--- config.mk ---
export PLATFORM = sky130hd
export DESIGN_NAME = txr_engine
export DESIGN_NICKNAME = d
export VERILOG_FILES = /design/src/rtl/txr_pkg.sv /design/src/rtl/txr_ring_index.sv /design/src/rtl/txr_byte_pick.sv /design/src/rtl/txr_wb_word.sv /design/src/rtl/txr_engine.sv
export SDC_FILE = /design/constraint.sdc
export NUM_CORES = 1
export LEC_CHECK = 0
export BUFFER_PORTS_ARGS = -buffer_cell sky130_fd_sc_hd__buf_2
export CAP_MARGIN = 20
export CORE_MARGIN = 3
export CORE_UTILIZATION = 35
export DETAILED_ROUTE_END_ITERATION = 7
export GPL_TIMING_DRIVEN = 0
export PLACE_DENSITY = 0.57
export RECOVER_POWER = 100
export SLEW_MARGIN = 20
export SYNTH_ARGS = -nofsm -noshare
export SYNTH_HDL_FRONTEND = slang
export SYNTH_SLANG_ARGS = --single-unit
--- constraint.sdc ---
create_clock -name clk -period 7.2 [get_ports clk]
set_input_delay 2.16 -clock clk [delete_from_list [all_inputs] [get_ports clk]]
set_output_delay 2.16 -clock clk [all_outputs]
set_load 0.05 [all_outputs]
--- src/rtl/txr_pkg.sv ---
package txr_pkg;

    localparam int LEN_W  = 11;
    localparam int B_EN   = 11;
    localparam int B_WRAP = 12;
    localparam int B_IRQ  = 13;
    localparam int B_UR   = 14;
    localparam int B_RL   = 15;
    localparam int B_LC   = 16;
    localparam int B_MORE = 17;

    typedef enum logic [3:0] {
        S_IDLE,
        S_CTRL_REQ,
        S_CTRL_WAIT,
        S_PTR_REQ,
        S_PTR_WAIT,
        S_BUF_REQ,
        S_BUF_WAIT,
        S_SEND,
        S_WRBACK
    } txr_state_e;

endpackage

--- src/rtl/txr_ring_index.sv ---
module txr_ring_index #(
    parameter int AW         = 16,
    parameter int RING_DEPTH = 128
) (
    input  logic          clk,
    input  logic          rst,
    input  logic          advance,
    input  logic          wrap,
    input  logic [AW-1:0] ring_base,
    output logic [AW-1:0] ctrl_addr,
    output logic [AW-1:0] ptr_addr
);
    localparam int IDXW = (RING_DEPTH > 1) ? $clog2(RING_DEPTH) : 1;

    logic [IDXW-1:0] idx_q;
    logic [IDXW-1:0] idx_inc;

    generate
        if ((1 << IDXW) == RING_DEPTH) begin : g_pow2
            assign idx_inc = idx_q + 1'b1;
        end else begin : g_cmp
            assign idx_inc = (idx_q == IDXW'(RING_DEPTH - 1)) ? '0 : idx_q + 1'b1;
        end
    endgenerate

    always_ff @(posedge clk) begin
        if (rst) begin
            idx_q <= '0;
        end else if (advance) begin
            idx_q <= wrap ? '0 : idx_inc;
        end
    end

    assign ctrl_addr = ring_base + AW'({idx_q, 1'b0});
    assign ptr_addr  = ctrl_addr + AW'(1);

endmodule

--- src/rtl/txr_byte_pick.sv ---
module txr_byte_pick (
    input  logic [31:0] word,
    input  logic [1:0]  lane,
    output logic [7:0]  byte_o
);
    always_comb begin
        unique case (lane)
            2'd0: byte_o = word[7:0];
            2'd1: byte_o = word[15:8];
            2'd2: byte_o = word[23:16];
            default: byte_o = word[31:24];
        endcase
    end
endmodule

--- src/rtl/txr_wb_word.sv ---
module txr_wb_word (
    input  logic [31:0] ctrl,
    input  logic        ur,
    input  logic        rl,
    input  logic        lc,
    output logic [31:0] wb
);
    always_comb begin
        wb                 = ctrl;
        wb[txr_pkg::B_EN]  = 1'b0;
        wb[txr_pkg::B_UR]  = ur;
        wb[txr_pkg::B_RL]  = rl;
        wb[txr_pkg::B_LC]  = lc;
    end
endmodule

--- src/rtl/txr_engine.sv ---
module txr_engine #(
    parameter int AW         = 16,
    parameter int RING_DEPTH = 128
) (
    input  logic          clk,
    input  logic          rst,
    input  logic          go_set,
    input  logic          irq_clr,
    input  logic [AW-1:0] ring_base,
    output logic          txen_o,
    output logic          irq_o,
    output logic          mem_req,
    output logic          mem_we,
    output logic [AW-1:0] mem_addr,
    output logic [31:0]   mem_wdata,
    input  logic          mem_rvalid,
    input  logic [31:0]   mem_rdata,
    output logic [7:0]    tx_data,
    output logic          tx_valid,
    output logic          tx_last,
    input  logic          tx_ready,
    input  logic          st_underrun,
    input  logic          st_retry_limit,
    input  logic          st_late_col
);
    import txr_pkg::*;

    localparam int BAW = AW + 2;

    txr_state_e state_q, state_d;

    logic [31:0]      ctrl_q;
    logic [31:0]      word_q;
    logic [BAW-1:0]   baddr_q;
    logic [LEN_W-1:0] cnt_q;
    logic             txen_q;
    logic             irq_q;

    logic [AW-1:0]    ctrl_addr;
    logic [AW-1:0]    ptr_addr;
    logic [31:0]      wb_word;
    logic [7:0]       lane_byte;
    logic             advance;
    logic             byte_taken;
    logic             final_byte;

    assign advance    = (state_q == S_WRBACK);
    assign byte_taken = (state_q == S_SEND) && tx_ready;
    assign final_byte = (cnt_q == LEN_W'(1));

    txr_ring_index #(.AW(AW), .RING_DEPTH(RING_DEPTH)) u_index (
        .clk       (clk),
        .rst       (rst),
        .advance   (advance),
        .wrap      (ctrl_q[B_WRAP]),
        .ring_base (ring_base),
        .ctrl_addr (ctrl_addr),
        .ptr_addr  (ptr_addr)
    );

    txr_byte_pick u_pick (
        .word   (word_q),
        .lane   (baddr_q[1:0]),
        .byte_o (lane_byte)
    );

    txr_wb_word u_wb (
        .ctrl (ctrl_q),
        .ur   (st_underrun),
        .rl   (st_retry_limit),
        .lc   (st_late_col),
        .wb   (wb_word)
    );

    // state register
    always_ff @(posedge clk) begin
        if (rst) begin
            state_q <= S_IDLE;
        end else begin
            state_q <= state_d;
        end
    end

    // transitions
    always_comb begin
        state_d = state_q;
        unique case (state_q)
            S_IDLE:      if (txen_q) state_d = S_CTRL_REQ;
            S_CTRL_REQ:  state_d = S_CTRL_WAIT;
            S_CTRL_WAIT: if (mem_rvalid) state_d = mem_rdata[B_EN] ? S_PTR_REQ : S_IDLE;
            S_PTR_REQ:   state_d = S_PTR_WAIT;
            S_PTR_WAIT:  if (mem_rvalid) state_d = (ctrl_q[LEN_W-1:0] == '0) ? S_WRBACK : S_BUF_REQ;
            S_BUF_REQ:   state_d = S_BUF_WAIT;
            S_BUF_WAIT:  if (mem_rvalid) state_d = S_SEND;
            S_SEND: begin
                if (tx_ready) begin
                    if (final_byte)                state_d = S_WRBACK;
                    else if (baddr_q[1:0] == 2'b11) state_d = S_BUF_REQ;
                    else                           state_d = S_SEND;
                end
            end
            S_WRBACK:    state_d = S_CTRL_REQ;
            default:     state_d = S_IDLE;
        endcase
    end

    // outputs
    always_comb begin
        mem_req   = 1'b0;
        mem_we    = 1'b0;
        mem_addr  = ctrl_addr;
        mem_wdata = wb_word;
        tx_valid  = 1'b0;
        unique case (state_q)
            S_CTRL_REQ: mem_req = 1'b1;
            S_PTR_REQ: begin
                mem_req  = 1'b1;
                mem_addr = ptr_addr;
            end
            S_BUF_REQ: begin
                mem_req  = 1'b1;
                mem_addr = baddr_q[BAW-1:2];
            end
            S_SEND:     tx_valid = 1'b1;
            S_WRBACK: begin
                mem_req = 1'b1;
                mem_we  = 1'b1;
            end
            default: ;
        endcase
        tx_data = lane_byte;
        tx_last = (state_q == S_SEND) && final_byte && !ctrl_q[B_MORE];
    end

    // datapath registers
    always_ff @(posedge clk) begin
        if (rst) begin
            ctrl_q  <= '0;
            word_q  <= '0;
            baddr_q <= '0;
            cnt_q   <= '0;
        end else begin
            if (state_q == S_CTRL_WAIT && mem_rvalid) ctrl_q <= mem_rdata;
            if (state_q == S_PTR_WAIT && mem_rvalid) begin
                baddr_q <= mem_rdata[BAW-1:0];
                cnt_q   <= ctrl_q[LEN_W-1:0];
            end
            if (state_q == S_BUF_WAIT && mem_rvalid) word_q <= mem_rdata;
            if (byte_taken) begin
                baddr_q <= baddr_q + 1'b1;
                cnt_q   <= cnt_q - 1'b1;
            end
        end
    end

    // transmit-enable and interrupt flags
    always_ff @(posedge clk) begin
        if (rst) begin
            txen_q <= 1'b0;
            irq_q  <= 1'b0;
        end else begin
            if (go_set)
                txen_q <= 1'b1;
            else if (state_q == S_CTRL_WAIT && mem_rvalid && !mem_rdata[B_EN])
                txen_q <= 1'b0;
            if (advance && ctrl_q[B_IRQ])
                irq_q <= 1'b1;
            else if (irq_clr)
                irq_q <= 1'b0;
        end
    end

    assign txen_o = txen_q;
    assign irq_o  = irq_q;

endmodule

==> impl_metrics.csv <==
group,metric,value,unit
run_status,outcome,"completed",
floorplan,die_h,134,um
placed_design,place_area,6570,um2
logic_synthesis,synth_top_area_share,35.6,%
flow_run,drv_cap,0,
timing,finalSetupTns,0,ns
logic_synthesis,yosysSeqAreaShare,35.6,%
power_and_ir_drop,finalPower,1.24,mW
logic_synthesis,synth_top_area_cell,"dfxtp_1",
floorplan,io_pins,119,
worst_setup_path,path_buf_inv,2,
grt,grt_pass1_wl,29.4,mm
clock_network,cts_buffers,9,
worst_setup_path,critPathMaxFanout,4,
clock_network,clk_latency,0.35,ns
clock_network,ctsResizeCount,0,
floorplan,core,15900,um2
timing,hold_violations,0,
clock_network,clk_path_buf_depth,2,
placed_design,gp_congestion,0.870,
finish,final_util,42.6,%
drt,wire_per_inst,16.8,um
timing,fin_crit,6.97,ns
drt,post-route-drc-count,0,
timing,period_share,96.8,%
clock_network,cts_tree,"built",
grt,grt_pass1_vias,5455,
logic_synthesis,syn_inst,769,
finish,diodes,0,
worst_setup_path,worstPathCellList,"buf_2 > ha_1 > fa_1 > a21oi_1 > o221a_2 > nor3_1 > nor2_1 > nand4_1 > o21a_1 > o31ai_2 > clkbuf_2",
timing,worst_pin_slew,1.10,ns
clock_network,path_clk_slew,0.07,ns
hold_path,hold_depth,2,
worst_setup_path,cp.depth,11,
timing,rsz0062_at_grt,"false",
worst_setup_path,cp-end-kind,"primary output",
finish,final_area,6800,um2
drt,drtAntennaViolNets,0,
worst_setup_path,cp_top_family,"compound AO/OA/AOI/OAI gates",
drt,wirelength,18.7,mm
placed_design,dp_hpwl,14.6,mm
logic_synthesis,yosysMostFrequentCell,"nand2_1",
floorplan,row_count,46,
logic_synthesis,synth_seq_cells,102,
logic_synthesis,synth_edf_count,0,
clock_network,cts_setup_buffers,0,
floorplan,initial_core_util,35.9,%
floorplan,die_area,17900,um2
logic_synthesis,synth.avg_cell_area,7.45,um2
clock_network,htree_levels,3,
logic_synthesis,syn_nets,842,
logic_synthesis,synth-async-reset-ratio,0,%
logic_synthesis,ys_warn_count,0,
timing,finalSetupViolCount,0,
finish,area_growth,18.6,%
drt,viasPerCell,5.39,
timing,drv_slew,0,
clock_network,cts_hold_buf,0,
worst_setup_path,crit_type,"input port to primary output",
finish,n_fill_cell,1735,
clock_network,ctsRootBufferMaster,"clkbuf_16",
logic_synthesis,yosysUniqueCellTypes,69,
timing,fmax,143,MHz
worst_setup_path,critPathLaunchType,"input port",
grt,grt_max_degree,18,
floorplan,die_w,134,um
power_and_ir_drop,power_density,182,nW/um2
hold_path,hp-class,"register to register",
grt,antenna_found_initial,0,
drt,dr.pass1.iters,6,
placed_design,portBuffers,113,
timing,maxSlewHeadroom,25.8,%
worst_setup_path,arrival,4.81,ns
power_and_ir_drop,peakVddDrop,0.132,mV
worst_setup_path,max_stage_delay,0.42,ns
logic_synthesis,synth_common_cells,"nand2_1 (171), dfxtp_1 (102), a21oi_1 (94)",
grt,grt_use_total,20.4,%
worst_setup_path,cp_slowest_cell,"fa_1",
finish,nets,966,
grt,grt_overflow,0,
logic_synthesis,synth_area_leaders,"dfxtp_1 (36%), nand2_1 (11%), a21oi_1 (8.2%), nor2_1 (4.1%), ha_1 (3.3%)",
clock_network,cts_sinks,102,
timing,fin_skew,0.0119,ns
drt,drt_iter0_markers,498,
logic_synthesis,synthesis.area,5730,um2
power_and_ir_drop,p_leak,2.32,nW
logic_synthesis,synth_flop_cell,"dfxtp_1",
drt,dr_total_vias,6000,
worst_setup_path,crit_required,5.04,ns
worst_setup_path,reg2reg_depth,8,
finish,drive_above_1_share,11.6,%
-- final timing paths --
| kind | startpoint | endpoint | slack (ns) |
|---|---|---|---|
| min | word_q[25] | word_q[25] | 0.46 |
| max reg2reg | state_q[2] | cnt_q[9] | 4.71 |
| min reg2reg | word_q[25] | word_q[25] | 0.46 |
| max | ring_base[1] | mem_addr[15] | 0.23 |
-- worst min-delay path: stages (launching register included) --
cell     delay (ns)
dfxtp_1        0.31
nand2_1        0.05
a21oi_1        0.05
-- kinds of logic (layout without fill, tap and decap cells) --
| logic type | count (synthesis) | in the layout | share of synthesized area (%) |
|---|---|---|---|
| multiplexers | 11 | 11 | 1.94 |
| adder cells (fa/ha/maj) | 16 | 16 | 3.62 |
| AND/OR/NAND/NOR | 335 | 335 | 26.7 |
| XOR/XNOR | 21 | 21 | 3.21 |
| AO/OA/AOI/OAI | 215 | 215 | 24.0 |
| flip-flops | 102 | 102 | 35.6 |
| buffers and inverters | 68 | 197 | 4.80 |
| other | 1 | 1 | 0.0654 |
-- where the power goes --
part	internal, mW	switching [mW]	leakage (nW)	total [mW]
registers	0.570	0.00755	0.822	0.578
clock network	0.257	0.227	0.140	0.483
logic	0.0527	0.125	1.36	0.178
-- per-layer routing --
layer | up-vias | GRT usage (%) | routed length (um)
met5 | - | 0 | 0
met1 | 2827 | 29.5 | 9130
li1 | 2984 | - | -
met2 | 164 | 31.6 | 8300
met4 | 0 | 5.54 | 361
met3 | 25 | 3.15 | 957
-- area by class of cell --
type                    instances  area (um2)  area share (%)
plain buffers                  50         208            3.06
clock buffers                  11         253            3.72
clock inverters                 5        40.0           0.589
inverters                      18        67.6           0.994
multi-input cells             599        3420            50.3
flip-flops and latches        102        2040            30.0
well taps                     216         270            3.98
repair buffers                113         499            7.35
-- flip-flops by register name (all words and copies together), names as in the netlist --
| signal | flops |
|---|---|
| cnt_q | 11 |
| state_q | 4 |
| baddr_q | 18 |
| irq_o | 1 |
| txen_o | 1 |
| word_q | 32 |
| ctrl_q | 28 |
| u_index.idx_q | 7 |
-- cell usage in the layout, fill, tap and decap left out, drive strengths merged, types with 3 or more instances in the layout --
cell / count
a211oi: 5
a21o: 3
a21oi: 96
a221o: 4
a221oi: 9
a222oi: 10
a22oi: 11
a31oi: 7
and2: 7
and3: 9
and4: 4
buf: 61
clkbuf: 113
dfxtp: 102
ha: 15
inv: 20
mux2i: 10
nand2: 172
nand3: 21
nand4: 6
nor2: 62
nor2b: 4
nor3: 19
nor3b: 6
nor4: 10
o21a: 5
o21ai: 36
o221ai: 5
o31ai: 4
or2: 4
or3: 3
or4: 3
xnor2: 14
xor2: 7
-- through the flow --
stage	instances	worst slack, ns	hold slack (ns)
floorplan	769	0.121	0.436
detailed placement	1098	0.171	0.447
global placement	1098	0.163	0.442
global route	1114	0.0250	0.477
finish	1114	0.227	0.457
CTS	1114	0.167	0.457
Power figures use the tool's default switching activity.
